<file path="src/rtl/i2c_cmd_pkg.sv">
package i2c_cmd_pkg;

  localparam int BYTE_W = 8;
  localparam int BIT_CNT_W = 4;

  typedef enum logic [3:0] {
    ST_IDLE,
    ST_ADDR,
    ST_AACK_WR,
    ST_AACK_RD,
    ST_SUB,
    ST_SACK,
    ST_WDATA,
    ST_DACK,
    ST_RDATA,
    ST_RACK,
    ST_IGNORE
  } i2c_st_e;

endpackage

</file>
<file path="src/rtl/i2c_line_events.sv">
module i2c_line_events (
  input  logic clk,
  input  logic rst_n,
  input  logic scl_i,
  input  logic sda_i,
  output logic start_o,
  output logic stop_o,
  output logic scl_rise_o,
  output logic scl_fall_o
);

  logic scl_q, sda_q;

  always_ff @(posedge clk or negedge rst_n) begin
    if (!rst_n) begin
      scl_q <= 1'b1;
      sda_q <= 1'b1;
    end else begin
      scl_q <= scl_i;
      sda_q <= sda_i;
    end
  end

  always_comb begin
    start_o    = scl_q & scl_i & sda_q & ~sda_i;
    stop_o     = scl_q & scl_i & ~sda_q & sda_i;
    scl_rise_o = ~scl_q & scl_i;
    scl_fall_o = scl_q & ~scl_i;
  end

endmodule

</file>
<file path="src/rtl/i2c_proto_fsm.sv">
module i2c_proto_fsm
  import i2c_cmd_pkg::*;
#(
  parameter logic [6:0] DEV_ADDR = 7'h34,
  parameter int NUM_REGS = 14
) (
  input  logic              clk,
  input  logic              rst_n,
  input  logic              sda_i,
  input  logic              start_i,
  input  logic              stop_i,
  input  logic              scl_rise_i,
  input  logic              scl_fall_i,
  input  logic [BYTE_W-1:0] rd_data_i,
  output logic              wr_en_o,
  output logic [BYTE_W-1:0] wr_data_o,
  output logic [BYTE_W-1:0] ptr_o,
  output logic              commit_o,
  output logic              sda_pull_o
);

  localparam logic [BIT_CNT_W-1:0] FULL_CNT = BIT_CNT_W'(BYTE_W);

  i2c_st_e                state_q, state_d;
  logic [BIT_CNT_W-1:0]   bitcnt_q, bitcnt_d;
  logic [BYTE_W-1:0]      shreg_q, shreg_d;
  logic [BYTE_W-1:0]      ptr_q, ptr_d;
  logic                   pull_q, pull_d;
  logic                   mack_q, mack_d;
  logic                   byte_done, ptr_in_range, addr_match;

  always_comb begin
    byte_done    = (bitcnt_q == FULL_CNT);
    ptr_in_range = (ptr_q < BYTE_W'(NUM_REGS));
    addr_match   = (shreg_q[BYTE_W-1:1] == DEV_ADDR);
  end

  always_comb begin
    state_d  = state_q;
    bitcnt_d = bitcnt_q;
    shreg_d  = shreg_q;
    ptr_d    = ptr_q;
    pull_d   = pull_q;
    mack_d   = mack_q;
    wr_en_o  = 1'b0;
    if (stop_i) begin
      state_d  = ST_IDLE;
      pull_d   = 1'b0;
      bitcnt_d = '0;
    end else if (start_i) begin
      state_d  = ST_ADDR;
      pull_d   = 1'b0;
      bitcnt_d = '0;
    end else begin
      unique case (state_q)
        ST_ADDR, ST_SUB, ST_WDATA: begin
          if (scl_rise_i && !byte_done) begin
            shreg_d  = {shreg_q[BYTE_W-2:0], sda_i};
            bitcnt_d = bitcnt_q + 1'b1;
          end else if (scl_fall_i && byte_done) begin
            bitcnt_d = '0;
            if (state_q == ST_ADDR) begin
              if (addr_match) begin
                pull_d  = 1'b1;
                state_d = shreg_q[0] ? ST_AACK_RD : ST_AACK_WR;
              end else begin
                state_d = ST_IGNORE;
              end
            end else if (state_q == ST_SUB) begin
              ptr_d   = shreg_q;
              pull_d  = 1'b1;
              state_d = ST_SACK;
            end else begin
              wr_en_o = ptr_in_range;
              pull_d  = 1'b1;
              state_d = ST_DACK;
            end
          end
        end
        ST_AACK_WR, ST_DACK: begin
          if (scl_fall_i) begin
            pull_d  = 1'b0;
            state_d = ST_SUB;
          end
        end
        ST_SACK: begin
          if (scl_fall_i) begin
            pull_d  = 1'b0;
            state_d = ST_WDATA;
          end
        end
        ST_AACK_RD: begin
          if (scl_fall_i) begin
            shreg_d  = rd_data_i;
            pull_d   = ~rd_data_i[BYTE_W-1];
            bitcnt_d = '0;
            state_d  = ST_RDATA;
          end
        end
        ST_RDATA: begin
          if (scl_rise_i && !byte_done) begin
            bitcnt_d = bitcnt_q + 1'b1;
          end else if (scl_fall_i) begin
            if (byte_done) begin
              pull_d   = 1'b0;
              bitcnt_d = '0;
              state_d  = ST_RACK;
            end else if (bitcnt_q != '0) begin
              shreg_d = {shreg_q[BYTE_W-2:0], 1'b0};
              pull_d  = ~shreg_q[BYTE_W-2];
            end
          end
        end
        ST_RACK: begin
          if (scl_rise_i) begin
            mack_d = ~sda_i;
          end else if (scl_fall_i) begin
            if (mack_q) begin
              shreg_d  = rd_data_i;
              pull_d   = ~rd_data_i[BYTE_W-1];
              bitcnt_d = '0;
              state_d  = ST_RDATA;
            end else begin
              pull_d  = 1'b0;
              state_d = ST_IDLE;
            end
          end
        end
        default: begin
          pull_d = 1'b0;
        end
      endcase
    end
  end

  always_ff @(posedge clk or negedge rst_n) begin
    if (!rst_n) begin
      state_q  <= ST_IDLE;
      bitcnt_q <= '0;
      shreg_q  <= '0;
      ptr_q    <= '0;
      pull_q   <= 1'b0;
      mack_q   <= 1'b0;
    end else begin
      state_q  <= state_d;
      bitcnt_q <= bitcnt_d;
      shreg_q  <= shreg_d;
      ptr_q    <= ptr_d;
      pull_q   <= pull_d;
      mack_q   <= mack_d;
    end
  end

  assign wr_data_o  = shreg_q;
  assign ptr_o      = ptr_q;
  assign commit_o   = stop_i;
  assign sda_pull_o = pull_q;

  AST_PULL_ONLY_ON_FALL: assert property (@(posedge clk) disable iff (!rst_n)
    (!scl_fall_i && !start_i && !stop_i) |=> $stable(pull_q));

  AST_IGNORE_SILENT: assert property (@(posedge clk) disable iff (!rst_n)
    (state_q == ST_IGNORE) |-> !pull_q);

  AST_IDLE_SILENT: assert property (@(posedge clk) disable iff (!rst_n)
    (state_q == ST_IDLE) |-> !pull_q);

endmodule

</file>
<file path="src/rtl/i2c_stage_bank.sv">
module i2c_stage_bank
  import i2c_cmd_pkg::*;
#(
  parameter int NUM_REGS = 14
) (
  input  logic                       clk,
  input  logic                       rst_n,
  input  logic                       wr_en_i,
  input  logic [BYTE_W-1:0]          wr_addr_i,
  input  logic [BYTE_W-1:0]          wr_data_i,
  input  logic                       commit_i,
  input  logic [BYTE_W-1:0]          rd_addr_i,
  output logic [BYTE_W-1:0]          rd_data_o,
  output logic [NUM_REGS*BYTE_W-1:0] live_o
);

  logic [NUM_REGS-1:0][BYTE_W-1:0] hold_q;
  logic [NUM_REGS-1:0][BYTE_W-1:0] live_q;

  always_ff @(posedge clk or negedge rst_n) begin
    if (!rst_n) begin
      hold_q <= '0;
    end else begin
      for (int i = 0; i < NUM_REGS; i++) begin
        if (wr_en_i && (wr_addr_i == BYTE_W'(i))) begin
          hold_q[i] <= wr_data_i;
        end
      end
    end
  end

  always_ff @(posedge clk or negedge rst_n) begin
    if (!rst_n) begin
      live_q <= '0;
    end else if (commit_i) begin
      live_q <= hold_q;
    end
  end

  always_comb begin
    rd_data_o = '0;
    for (int i = 0; i < NUM_REGS; i++) begin
      if (rd_addr_i == BYTE_W'(i)) begin
        rd_data_o = hold_q[i];
      end
    end
  end

  for (genvar g = 0; g < NUM_REGS; g++) begin : g_out
    assign live_o[g*BYTE_W +: BYTE_W] = live_q[g];
  end

  AST_HOLD_STABLE: assert property (@(posedge clk) disable iff (!rst_n)
    !wr_en_i |=> $stable(hold_q));

  AST_LIVE_STABLE: assert property (@(posedge clk) disable iff (!rst_n)
    !commit_i |=> $stable(live_q));

  AST_WR_IN_RANGE: assert property (@(posedge clk) disable iff (!rst_n)
    wr_en_i |-> (wr_addr_i < BYTE_W'(NUM_REGS)));

endmodule

</file>
<file path="src/rtl/i2c_cmd_regbank.sv">
module i2c_cmd_regbank
  import i2c_cmd_pkg::*;
#(
  parameter logic [6:0] DEV_ADDR = 7'h34,
  parameter int NUM_REGS = 14
) (
  input  logic                       clk,
  input  logic                       rst_n,
  input  logic                       scl_i,
  input  logic                       sda_i,
  output logic                       sda_pull_o,
  output logic [NUM_REGS*BYTE_W-1:0] cmd_regs_o
);

  logic [1:0]        rst_sync_q;
  logic              rst_n_int;
  logic              start_w, stop_w, rise_w, fall_w;
  logic              wr_en_w, commit_w;
  logic [BYTE_W-1:0] wr_data_w, ptr_w, rd_data_w;

  always_ff @(posedge clk or negedge rst_n) begin
    if (!rst_n) rst_sync_q <= 2'b00;
    else        rst_sync_q <= {rst_sync_q[0], 1'b1};
  end
  assign rst_n_int = rst_sync_q[1];

  i2c_line_events u_events (
    .clk        (clk),
    .rst_n      (rst_n_int),
    .scl_i      (scl_i),
    .sda_i      (sda_i),
    .start_o    (start_w),
    .stop_o     (stop_w),
    .scl_rise_o (rise_w),
    .scl_fall_o (fall_w)
  );

  i2c_proto_fsm #(.DEV_ADDR(DEV_ADDR), .NUM_REGS(NUM_REGS)) u_fsm (
    .clk        (clk),
    .rst_n      (rst_n_int),
    .sda_i      (sda_i),
    .start_i    (start_w),
    .stop_i     (stop_w),
    .scl_rise_i (rise_w),
    .scl_fall_i (fall_w),
    .rd_data_i  (rd_data_w),
    .wr_en_o    (wr_en_w),
    .wr_data_o  (wr_data_w),
    .ptr_o      (ptr_w),
    .commit_o   (commit_w),
    .sda_pull_o (sda_pull_o)
  );

  i2c_stage_bank #(.NUM_REGS(NUM_REGS)) u_bank (
    .clk       (clk),
    .rst_n     (rst_n_int),
    .wr_en_i   (wr_en_w),
    .wr_addr_i (ptr_w),
    .wr_data_i (wr_data_w),
    .commit_i  (commit_w),
    .rd_addr_i (ptr_w),
    .rd_data_o (rd_data_w),
    .live_o    (cmd_regs_o)
  );

endmodule

</file>
<file path="config.mk">
export PLATFORM = sky130hd
export DESIGN_NAME = i2c_cmd_regbank
export DESIGN_NICKNAME = d
export VERILOG_FILES = /design/src/rtl/i2c_cmd_pkg.sv /design/src/rtl/i2c_line_events.sv /design/src/rtl/i2c_proto_fsm.sv /design/src/rtl/i2c_stage_bank.sv /design/src/rtl/i2c_cmd_regbank.sv
export SDC_FILE = /design/constraint.sdc
export NUM_CORES = 1
export LEC_CHECK = 0
export BUFFER_PORTS_ARGS = -buffer_cell sky130_fd_sc_hd__buf_4
export CELL_PAD_IN_SITES_DETAIL_PLACEMENT = 1
export CELL_PAD_IN_SITES_GLOBAL_PLACEMENT = 1
export CORE_ASPECT_RATIO = 1.2
export CORE_MARGIN = 4
export CORE_UTILIZATION = 50
export CTS_BUF_LIST = sky130_fd_sc_hd__clkbuf_2 sky130_fd_sc_hd__clkbuf_4 sky130_fd_sc_hd__clkbuf_8
export CTS_CLUSTER_DIAMETER = 50
export CTS_CLUSTER_SIZE = 16
export DETAILED_ROUTE_END_ITERATION = 6
export GPL_ROUTABILITY_DRIVEN = 0
export PLACE_DENSITY_LB_ADDON = 0.1
export SYNTH_ARGS = -nofsm -noshare
export SYNTH_HDL_FRONTEND = slang
export SYNTH_SLANG_ARGS = --single-unit
</file>
<file path="constraint.sdc">
create_clock -name clk -period 12.6 [get_ports clk]
set_input_delay 2.52 -clock clk [delete_from_list [all_inputs] [get_ports clk]]
set_output_delay 2.52 -clock clk [all_outputs]
set_load 0.03 [all_outputs]
</file>
==> qor_table.md, run 1 <==
| Metric | This run | Unit |
|---|---|---|
| Number of global-route vias before repair | 8860 | - |
| Worst hold stages | 0 | - |
| Synth unique cells | 74 | - |
| Predominant post-synthesis flop cell | dfrtp_1 | - |
| TritonRoute pass-1 iters | 4 | - |
| Vias | 8283 | - |
| Maximum clock insertion buffer count | 3 | - |
| Global-route wire length before repair | 50100 | um |
| Portion of netlist area occupied by mux cells | 15.0 | % |
| Layout cell share with drive strength beyond 1 | 29.0 | % |
| Initial core utilization | 51.0 | % |
| Reg power frac | 53.9 | % |
| GR Util met1 | 33.7 | % |
| RSZ-0062 raised after global routing | false | - |
| Clock transition at the registers of the reported paths | 90 | ps |
| Crit Path Max Fanout | 14 | - |
| Pin count of the biggest net entering global routing | 193 | - |
| Slew Limit Fails | 0 | - |
| Worst voltage drop across the vdd grid | 0.106 | mV |
| Number of standard-cell rows in the floorplan | 60 | - |
| Post-synthesis sequential area ratio | 55.4 | % |
| EDFF count, synth | 0 | - |
| Share of the synthesized area in compound gates (AO/OA/AOI/OAI) | 7.56 | % |
| I/O pin cnt | 117 | - |
| Synth top area share | 54.9 | % |
| Number of port buffers | 116 | - |
| Layer with the highest usage after global routing | met2 | - |
| Worst Tran Pin Value | 1160 | ps |
| Instance area at placement | 0.0125 | mm2 |
| Insertion delay of the later-clocked pin in the worst-skew pair | 570 | ps |
| Inserted Diodes | 0 | - |
| Remaining routing DRC violations | 0 | - |
| DIE WIDTH | 146 | um |
| Start of the worst register-to-register path | u_fsm.ptr_o[0] | - |
| Clock skew after layout | 33.3 | ps |
| Remaining max-slew budget at the tightest pin | 22.9 | % |
| Final Hold Violating Endpoints | 0 | - |
| WP data arrival | 4690 | ps |
| Placeable core area | 0.0225 | mm2 |
| Critical R2R Capture | u_fsm.sda_pull_o | - |
| Total Power | 1.76 | mW |
| Post-layout min period | 4250 | ps |
| Met2 usage | 41.1 | % |
| Internal Pwr Total | 1.19 | mW |
| Number of sinks on the clock net | 254 | - |
| Kind of path behind the tightest hold check | reg -> reg | - |
| Xor-xnor portion of the synthesized cell area | 0.153 | % |
| Post-synth top area cell | dfrtp_1 | - |
| Power per standard cell area | 135 | mW/mm2 |
| Final net count | 1159 | - |
| Number of design-rule violations left by the first detailed-router iteration | 350 | - |
| Synth Register Bits | 254 | - |
| Peak clock frequency supported by timing | 0.235 | GHz |
| Leakage power summed over all cells | 6.74 | nW |
| Yosys warning total | 0 | - |
| Largest family of logic cells by synthesized area | simple AND/OR/NAND/NOR gates | - |
| Total clock buffers created by CTS | 25 | - |
| Register-to-Register Setup Slack | 9360 | ps |
| Setup TNS | 0 | ps |
| Global route overflow | 0 | - |
| Number of nets produced by synthesis | 1074 | - |
| Clock Tree Root | clkbuf_8 | - |
| CTS tree | built | - |
| Switching power of the nets | 567 | uW |
| Count of mapped cells out of synthesis | 1068 | - |
| Setup WS pre-CTS | 7770 | ps |
| Adder and majority cell fraction of the synthesized area | 0.218 | % |
| Logic pwr share | 13.4 | % |
| Post-synthesis area per instance | 10.7 | um2 |
| Core Util, Final | 58.0 | % |
| Via density per instance | 5.72 | - |
| Endpoint, Worst Hold | rst_sync_q[1] | - |
| Sort of element at the end of the critical path | flop | - |
| Count of final setup violators | 0 | - |
| Worst R2R Path Depth | 7 | - |
| Synth Area in Simple Gates | 18.8 | % |
| Overall Global Routing Usage | 24.2 | % |
| Clock power share | 32.7 | % |
| Run status | finished, final reports clean | - |
| Die outline area | 0.0255 | mm2 |
| Hold-fix buffers at CTS | 0 | - |
| Initial antenna violation count | 0 | - |
| Fraction of registers with async set or reset after synthesis | 100 | % |
| Filler cells | 2472 | - |
| Final Cell Area | 0.0131 | mm2 |
| Post-CTS Setup Bufs | 0 | - |
| Area growth from synthesis to layout | 13.9 | % |
| Routing usage on met3 | 2.95 | % |
| Total wire length | 30700 | um |
| Worst Path Required | 13040 | ps |
| WL/cell | 21.2 | um |
| Max-cap violation count | 0 | - |
| Half-perimeter wire length after detailed placement | 20100 | um |
| Final WS setup | 8350 | ps |
| Switching power as a share of total power | 32.2 | % |
| Post-synth design cell area | 0.0115 | mm2 |
| Kind of start point of the critical path | input pin | - |
| Period utilization | 33.7 | % |
| Leading cell types by total area after synthesis | dfrtp_1, mux2_2, nand2_1 | - |
| Antenna Violating Nets Remaining | 0 | - |
| Critical Setup Path Class | in -> reg | - |
| HP Start | rst_sync_q[0] | - |
| Die Y | 174 | um |
| # H-tree levels | 1 | - |
| PostCTS Resize Cnt | 0 | - |
## state kept, by name, summed over array words and instances, names as in the netlist
register and flops:
u_bank.hold_q 112, u_bank.live_o 112, u_fsm.ptr_o 8, u_fsm.wr_data_o 8, u_fsm.bitcnt_q 4, u_fsm.state_q 4, rst_sync_q 2, u_events.scl_q 1
u_events.sda_q 1, u_fsm.mack_q 1, u_fsm.sda_pull_o 1
## worst max path at each step
stage	startpoint	to	cells past startpoint
after detailed placement	scl_i	u_bank.hold_q[7]	6
after global placement	scl_i	u_bank.hold_q[10]	6
after floorplan	rst_sync_q[1]	u_bank.hold_q[0]	0
after CTS	scl_i	u_bank.hold_q[14]	6
final	scl_i	u_bank.hold_q[11]	6
after global routing	scl_i	u_bank.hold_q[20]	6
## critical path: stages
cell and delay (ps):
buf_4 130, nand2b_1 200, nor2_2 190, nand4_4 500
nor4_4 720, mux2_2 410
## cell usage after synthesis (2+ instances only)
| master | count |
|---|---|
| o2bb2ai_1 | 2 |
| nand2_1 | 356 |
| buf_1 | 7 |
| dfrtp_1 | 252 |
| nor2_1 | 35 |
| a2111oi_0 | 2 |
| a31oi_1 | 8 |
| o21ai_0 | 27 |
| a22o_1 | 5 |
| inv_1 | 10 |
| o22ai_1 | 9 |
| a211o_1 | 3 |
| mux2_2 | 127 |
| nor3_1 | 6 |
| nand3_1 | 11 |
| buf_2 | 5 |
| xnor2_1 | 2 |
| o31ai_1 | 5 |
| or3_1 | 2 |
| o211ai_1 | 7 |
| o32a_1 | 2 |
| a211oi_1 | 7 |
| mux2i_1 | 7 |
| nor4_4 | 7 |
| clkbuf_1 | 48 |
| a21oi_1 | 14 |
| nand4_1 | 2 |
| nand3b_1 | 7 |
| nor2b_1 | 6 |
| buf_6 | 2 |
| ha_1 | 2 |
| or2_2 | 2 |
| nor3_4 | 7 |
| nand2b_1 | 10 |
| dfstp_2 | 2 |
| buf_4 | 3 |
| mux4_2 | 10 |
| a221oi_1 | 3 |
| o22a_1 | 6 |
| a22oi_1 | 5 |
| o32ai_1 | 2 |
## routing by layer
| layer | share of wire (%) | wire, um |
|---|---|---|
| met4 | 1.9 | 568 |
| met1 | 45 | 13700 |
| met3 | 3.9 | 1200 |
| met2 | 50 | 15300 |
| met5 | 0 | 0 |
## area by class of cell
| type | count | area, um2 | share of cell area (%) |
|---|---|---|---|
| Tap cell | 279 | 349 | 2.67 |
| Clock buffer | 30 | 400 | 3.06 |
| Timing Repair Buffer | 124 | 943 | 7.22 |
| Multi-Input combinational cell | 738 | 4810 | 36.8 |
| Inverter | 10 | 37.5 | 0.287 |
| Clock inverter | 14 | 168 | 1.28 |
| Sequential cell | 254 | 6360 | 48.7 |
## power by group through the flow
stage | Combinational, mW | Clock, mW | Sequential, mW
after detailed placement | 0.234 | 0 | 0.963
after global placement | 0.228 | 0 | 0.961
final | 0.235 | 0.576 | 0.949
after global routing | 0.260 | 0.628 | 0.955
after floorplan | 0.197 | 0 | 0.894
after CTS | 0.235 | 0.592 | 0.948
## through the flow
stage | hold WS, ps | cells
2_1_floorplan | 331 | 1068
3_3_place_gp | 338 | 1405
3_5_place_dp | 337 | 1405
4_1_cts | 360 | 1449
5_1_grt | 372 | 1449
6_report | 358 | 1449
## cell usage in the layout (no fill, tap or decap), types with 3 or more instances in the layout
cell      count
a31oi_1       8
nand3b_1      7
nand3_1      11
mux2_2      127
nor2_1       34
a22oi_1       5
a22o_1        5
clkbuf_8     28
inv_6         3
o211ai_1      7
a221oi_1      3
inv_1        10
nor4_4        7
nand2b_1     10
mux4_2       10
o21ai_0      27
o22ai_1       9
dfrtp_1     249
o22a_1        6
nand2_1     356
nor3_4        7
nor2b_1       6
o31ai_1       5
a21oi_1      14
buf_4       123
nor3_1        6
a211o_1       3
a211oi_1      7
mux2i_1       7
## cells by family after synthesis
logic type / count (synthesis)
simple gates: 467
xor+xnor: 2
other cells: 1
buf+inv: 76
flops: 254
mux: 144
fa+ha+maj: 2
compound gates: 122
(Power assumes the default switching activity.)
==> run 2, diff against run 1 <==
--- a/config.mk
+++ b/config.mk
@@ -10,7 +10,7 @@
 export CELL_PAD_IN_SITES_GLOBAL_PLACEMENT = 1
 export CORE_ASPECT_RATIO = 1.2
 export CORE_MARGIN = 4
-export CORE_UTILIZATION = 50
+export CORE_UTILIZATION = 44
 export CTS_BUF_LIST = sky130_fd_sc_hd__clkbuf_2 sky130_fd_sc_hd__clkbuf_4 sky130_fd_sc_hd__clkbuf_8
 export CTS_CLUSTER_DIAMETER = 50
 export CTS_CLUSTER_SIZE = 16
==> constraint.sdc (replaced) <==
create_clock -name clk -period 3.6 [get_ports clk]
set_input_delay 0.72 -clock clk [delete_from_list [all_inputs] [get_ports clk]]
set_output_delay 0.72 -clock clk [all_outputs]
set_load 0.03 [all_outputs]
==> run 2 against run 1 <==
  * Worst setup slack worse by 7400 ps
  * Register-to-register slack worse by 8400 ps
  * Die area is 13% higher
  * Critical path depth stayed put
  * Clock skew is 8.4 ps lower
  * Global-route usage is 2.4 points lower
  * Final area is 2.7% higher
  * First-iteration DRC count is 8.3% higher
  * Non-clock buffer count is 23 higher
  * Cell count is 5.5% higher
  * Via count is 0.64% higher
  * Utilization is 5.6 points lower
  * Largest cell class unchanged
  * Largest power group unchanged
==> qor_table.md, run 2 (synthesized netlist as in run 1, its figures left out) <==
| Metric | This run | Unit | Change |
|---|---|---|---|
| Run status | finished, final reports clean | - |  |
| Area growth from synthesis to layout | 17.0 | % |  |
| Internal Pwr Total | 4.37 | mW | +270% |
| Leakage power summed over all cells | 6.90 | nW | +2.4% |
| Critical Setup Path Class | reg -> reg | - |  |
| Placeable core area | 0.0256 | mm2 | +14% |
| Max-cap violation count | 0 | - | unchanged |
| Die outline area | 0.0287 | mm2 | +13% |
| Slowest cell on crit path | dfrtp_2 | - |  |
| Count of final setup violators | 0 | - | unchanged |
| Layout cell share with drive strength beyond 1 | 30.5 | % | +1.6 points |
| Final net count | 1185 | - | +2.2% |
| Reg power frac | 49.9 | % | -4.0 points |
| Maximum clock insertion buffer count | 3 | - | unchanged |
| Sort of element at the end of the critical path | flop | - |  |
| Worst Path Required | 4040 | ps | -9000 ps |
| Filler cells | 2793 | - | +13% |
| Post-layout min period | 2660 | ps |  |
| Flip-flop and latch area | 0.00636 | mm2 | about the same |
| Remaining routing DRC violations | 0 | - | unchanged |
| WP data arrival | 3100 | ps | -1590 ps |
| Layer with the highest usage after global routing | met2 | - |  |
| Area of combinational cells with multiple inputs | 0.00481 | mm2 | unchanged |
| Clock skew after layout | 25.0 | ps | -8.35 ps |
| Worst Tran Pin Value | 976 | ps | -180 ps |
| Most common cell after layout, fill and taps aside | nand2_1 | - |  |
| Number of standard-cell rows in the floorplan | 64 | - | +6.7% |
| Global route overflow | 0 | - | unchanged |
| Logic pwr share | 15.8 | % | +2.4 points |
| Number of port buffers | 116 | - | unchanged |
| Vias | 8336 | - | +0.64% |
| Initial antenna violation count | 0 | - | unchanged |
| Global-route wire length before repair | 50200 | um | +0.18% |
| Number of sinks on the clock net | 254 | - | unchanged |
| Power per standard cell area | 476 | mW/mm2 | +250% |
| Die Y | 185 | um | +6.3% |
| Worst voltage drop across the vdd grid | 0.273 | mV | +160% |
| Total clock buffers created by CTS | 28 | - | +12% |
| CTS tree | built | - |  |
| Met2 usage | 37.5 | % | -3.6 points |
| Number of global-route vias before repair | 8956 | - | +1.1% |
| Routing usage on met3 | 2.41 | % | -0.54 points |
| Total Power | 6.39 | mW | +260% |
| Antenna Violating Nets Remaining | 0 | - | unchanged |
| RSZ-0062 raised after global routing | false | - |  |
| Initial core utilization | 44.8 | % | -6.2 points |
| CP Cell Sequence | mux2_2, a221oi_1, o2bb2ai_1, a211oi_1, o211ai_1, o211a_1 | - |  |
| Pin count of the biggest net entering global routing | 112 | - | -42% |
| Clock Tree Root | clkbuf_8 | - |  |
| Number of design-rule violations left by the first detailed-router iteration | 379 | - | +8.3% |
| Top library cells by usage in the layout, fill and taps aside | nand2_1, dfrtp_1, buf_4 | - |  |
| Via density per instance | 5.45 | - | -4.6% |
| Kind of path behind the tightest hold check | in -> reg | - |  |
| Setup TNS | 0 | ps | unchanged |
| Largest stage delay, worst path | 830 | ps | +110 ps |
| Overall Global Routing Usage | 21.8 | % | -2.4 points |
| WL/cell | 20.4 | um | -3.8% |
| Insertion delay of the later-clocked pin in the worst-skew pair | 570 | ps | about the same |
| Core Util, Final | 52.4 | % | -5.6 points |
| Kind of start point of the critical path | flop | - |  |
| Switching power of the nets | 2.02 | mW | +260% |
| Clock transition at the registers of the reported paths | 90 | ps | about the same |
| I/O pin cnt | 117 | - | unchanged |
| Crit Path Max Fanout | 27 | - | +13 |
| Clock power share | 34.3 | % | +1.6 points |
| Inserted Diodes | 0 | - | unchanged |
| Final Hold Violating Endpoints | 0 | - | unchanged |
| Half-perimeter wire length after detailed placement | 21700 | um | +8.0% |
| Period utilization | 73.9 | % |  |
| Switching power as a share of total power | 31.7 | % | -0.54 points |
| Peak clock frequency supported by timing | 0.376 | GHz |  |
| TritonRoute pass-1 iters | 4 | - | unchanged |
| # H-tree levels | 1 | - | unchanged |
| DIE WIDTH | 155 | um | +6.2% |
| Remaining max-slew budget at the tightest pin | 34.9 | % | +12 points |
| Total wire length | 31200 | um | +1.5% |
| Slew Limit Fails | 0 | - | unchanged |
| GR Util met1 | 30.1 | % | -3.6 points |
run 2: critical path: cells and delay by family (launching register included):
kind            cells  cell delay, ps
compound gates      5            1300
flops               1             830
mux                 1             410
run 2: final cells by class:
class | count | area share [%]
multi-input combinational | 738 | 35.8
inverter | 10 | 0.280
tap | 330 | 3.08
timing repair buffer | 147 | 8.61
clock buffer | 32 | 3.23
sequential | 254 | 47.4
clock inverter | 18 | 1.58
run 2: per-stage QoR:
stage,instance area (um2),setup slack (ps),std cells,hold WS (ps)
global route,13400,853,1529,279
CTS,13400,955,1529,279
finish,13400,940,1529,318
global placement,12800,892,1478,337
floorplan,11500,1050,1068,331
detailed placement,12800,838,1478,341
run 2: power by group through the flow:
| stage | logic [mW] | clock network, mW | registers (mW) |
|---|---|---|---|
| 4_1_cts | 1.02 | 2.27 | 3.18 |
| 3_3_place_gp | 0.988 | 0 | 3.23 |
| 2_1_floorplan | 0.691 | 0 | 3.13 |
| 6_report | 1.01 | 2.19 | 3.19 |
| 5_1_grt | 1.11 | 2.38 | 3.20 |
| 3_5_place_dp | 1.01 | 0 | 3.24 |
run 2: final timing paths:
kind / from / endpoint / slack, ps / cells past startpoint
setup / recovery: u_fsm.ptr_o[0] / u_fsm.wr_data_o[0] / 940 / 6
hold / removal: scl_i / u_events.scl_q / 320 / 1
setup reg to reg: u_fsm.ptr_o[0] / u_fsm.wr_data_o[0] / 940 / 6
hold reg to reg: rst_sync_q[0] / rst_sync_q[1] / 350 / 0
max in group asynchronous: rst_sync_q[1] / u_fsm.ptr_o[0] / 2230 / 1
min in group asynchronous: rst_sync_q[1] / u_bank.live_o[85] / 360 / 0
run 2: per-layer routing:
layer / share of wire [%] / wire [um] / vias up
met2: 50 / 15500 / 163
met4: 1.4 / 445 / 0
met5: 0 / 0 / -
met1: 45 / 13900 / 4284
met3: 4.1 / 1280 / 25
li1: - / - / 3864
run 2: repair_timing:
| item | 4_1_cts | 5_1_grt |
|---|---|---|
| buffers inserted | 0 | 0 |
| hold buffers | 1 | 0 |
| gates resized for setup | 0 | 0 |
| endpoints found under the hold margin | 2 | 0 |
==> run 3, diff against run 2 <==
==> constraint.sdc (replaced) <==
create_clock -name clk -period 2.2 [get_ports clk]
set_input_delay 0.44 -clock clk [delete_from_list [all_inputs] [get_ports clk]]
set_output_delay 0.44 -clock clk [all_outputs]
set_load 0.03 [all_outputs]
==> run 3 against run 2 <==
  * Die area unchanged
  * Hold slack worse by 200 ps
  * Clock skew down 3.0 ps
  * Critical path type unchanged
  * Largest cell class unchanged
  * Largest power group unchanged
==> qor_table.md, run 3 (synthesized netlist as in run 1, its figures left out) <==
| Metric | This run | Unit | Change |
|---|---|---|---|
| Total Power | 10.7 | mW | +68% |
| Clock Tree Root | clkbuf_8 | - |  |
| Count of final setup violators | 0 | - | unchanged |
| # H-tree levels | 1 | - | unchanged |
| Number of design-rule violations left by the first detailed-router iteration | 412 | - | +8.7% |
| Initial core utilization | 44.8 | % | unchanged |
| CTS tree | built | - |  |
| Kind of start point of the critical path | flop | - |  |
| Worst Tran Pin Value | 579 | ps | -398 ps |
| Final Hold Violating Endpoints | 0 | - | unchanged |
| Number of global-route vias before repair | 9465 | - | +5.7% |
| Period utilization | 97.8 | % | +24 points |
| I/O pin cnt | 117 | - | unchanged |
| Worst Path Required | 2680 | ps | -1360 ps |
| Placeable core area | 0.0256 | mm2 | unchanged |
| Most common cell after layout, fill and taps aside | nand2_1 | - |  |
| Half-perimeter wire length after detailed placement | 22900 | um | +5.5% |
| Sort of element at the end of the critical path | flop | - |  |
| Number of sinks on the clock net | 254 | - | unchanged |
| Number of standard-cell rows in the floorplan | 64 | - | unchanged |
| Via density per instance | 5.48 | - | +0.45% |
| Antenna Violating Nets Remaining | 0 | - | unchanged |
| Final WS setup | 48.7 | ps | -891 ps |
| Register-to-Register Setup Slack | 50 | ps | -890 ps |
| Setup WS pre-CTS | -236 | ps | -1070 ps |
| Inserted Diodes | 0 | - | unchanged |
| Die Y | 185 | um | unchanged |
| Clock skew after layout | 22.0 | ps | -2.98 ps |
| HP Start | scl_i | - |  |
| Remaining max-slew budget at the tightest pin | 61.3 | % | +26 points |
| Global route overflow | 0 | - | unchanged |
| Power per standard cell area | 751 | mW/mm2 | +58% |
| RSZ-0062 raised after global routing | true | - |  |
| Core Util, Final | 55.8 | % | +3.4 points |
| Pin count of the biggest net entering global routing | 92 | - | -18% |
| WL/cell | 20.7 | um | +1.4% |
| Die outline area | 0.0287 | mm2 | unchanged |
| Final standard cell count with taps included and fillers excluded | 1590 | - | +4.0% |
| Area growth from synthesis to layout | 24.6 | % |  |
| TritonRoute pass-1 iters | 4 | - | unchanged |
| Kind of path behind the tightest hold check | in -> reg | - |  |
| Max-cap violation count | 0 | - | unchanged |
| Number of port buffers | 116 | - | unchanged |
| Slew Limit Fails | 0 | - | unchanged |
| Leakage power summed over all cells | 7.31 | nW | +5.9% |
| Total instance count after detailed placement | 1534 | - | +3.8% |
| Crit Path Max Fanout | 6 | - | -78% |
| Maximum clock insertion buffer count | 3 | - | unchanged |
| Insertion delay of the later-clocked pin in the worst-skew pair | 570 | ps | about the same |
| DIE WIDTH | 155 | um | unchanged |
| Top library cells by usage in the layout, fill and taps aside | nand2_1, dfrtp_1, buf_4 | - |  |
| Run status | finished, final reports clean | - |  |
| Final net count | 1249 | - | +5.4% |
| Final Cell Area | 0.0143 | mm2 | +6.5% |
| Global-route wire length before repair | 53300 | um | +6.1% |
| Instance area at placement | 0.0134 | mm2 | +5.2% |
| Layout cell share with drive strength beyond 1 | 36.0 | % | +5.4 points |
| Overall Global Routing Usage | 23.0 | % | +1.2 points |
| Total wire length | 32900 | um | +5.5% |
| Remaining routing DRC violations | 0 | - | unchanged |
| Total clock buffers created by CTS | 26 | - | -7.1% |
| Post-layout min period | 2150 | ps | -509 ps |
| Peak clock frequency supported by timing | 0.465 | GHz | +24% |
| WP data arrival | 2630 | ps | -470 ps |
| Worst voltage drop across the vdd grid | 0.431 | mV | +58% |
| Initial antenna violation count | 0 | - | unchanged |
| Critical Path Source | u_fsm.state_q[2] | - |  |
| Clock transition at the registers of the reported paths | 90 | ps | about the same |
| Start of the worst register-to-register path | u_fsm.state_q[2] | - |  |
| Vias | 8708 | - | +4.5% |
| Critical Setup Path Class | reg -> reg | - |  |
[run 3: changes by cell type in the layout (fill, tap and decap cells not counted), sizes merged]
cell | previous run | this run
buf | 146 | 211
clkbuf | 32 | 29
clkinv | 5 | 7
clkinvlp | 4 | 2
dlygate4sd3 | 1 | 2
inv | 16 | 14
[run 3: layout make-up]
cell class / instances / area [um2]
Sequential cell: 254 / 6370
Clock buffer: 29 / 387
Clock inverter: 16 / 210
Inverter: 10 / 37.5
Multi-Input combinational cell: 738 / 5010
Fill cell: 2783 / 11300
Timing Repair Buffer: 213 / 1880
Tap cell: 330 / 413
[run 3: per-layer routing]
layer | routed length (um) | part of all wire, % | GRT usage (%) | up-vias
met5 | 0 | 0 | 0 | -
met4 | 614 | 1.9 | 5.57 | 0
met3 | 1350 | 4.1 | 2.50 | 45
met2 | 16400 | 50 | 39.1 | 177
met1 | 14500 | 44 | 31.8 | 4488
li1 | - | - | - | 3998
[run 3: what timing repair did]
item,CTS,global route
hold buffers,2,0
buffers inserted,2,7
pin swaps,2,8
endpoints found under the hold margin,3,0
endpoints found under the setup margin,102,83
gates resized for setup,7,41
[run 3: critical path: stages, from the launching register on]
cell and delay (ps):
dfrtp_1 480, buf_4 180, or3b_2 510, o32ai_1 320, or3_4 250, o21ai_0 100
a221oi_2 230
[run 3: final timing paths]
kind / depth (start not counted) / end
worst min-delay path: 2 / u_events.scl_q
max in group asynchronous: 1 / u_bank.live_o[33]
min in group asynchronous: 2 / rst_sync_q[1]
worst min register to register: 1 / u_bank.hold_q[76]
worst max-delay path: 6 / u_fsm.state_q[3]
worst max register to register: 6 / u_fsm.state_q[3]
[run 3: power breakdown]
| group | total [mW] | switching [mW] | internal, mW |
|---|---|---|---|
| combinational | 2.40 | 1.49 | 0.914 |
| clock | 3.41 | 1.80 | 1.61 |
| sequential | 4.93 | 0.120 | 4.81 |
[run 3: through the flow]
stage | setup TNS (ps) | hold slack [ps]
finish | 0 | 118
global route | -351 | 103
CTS | -1.25 | 91.8
detailed placement | -1770 | 224
global placement | -356 | 223
floorplan | -88920 | 144
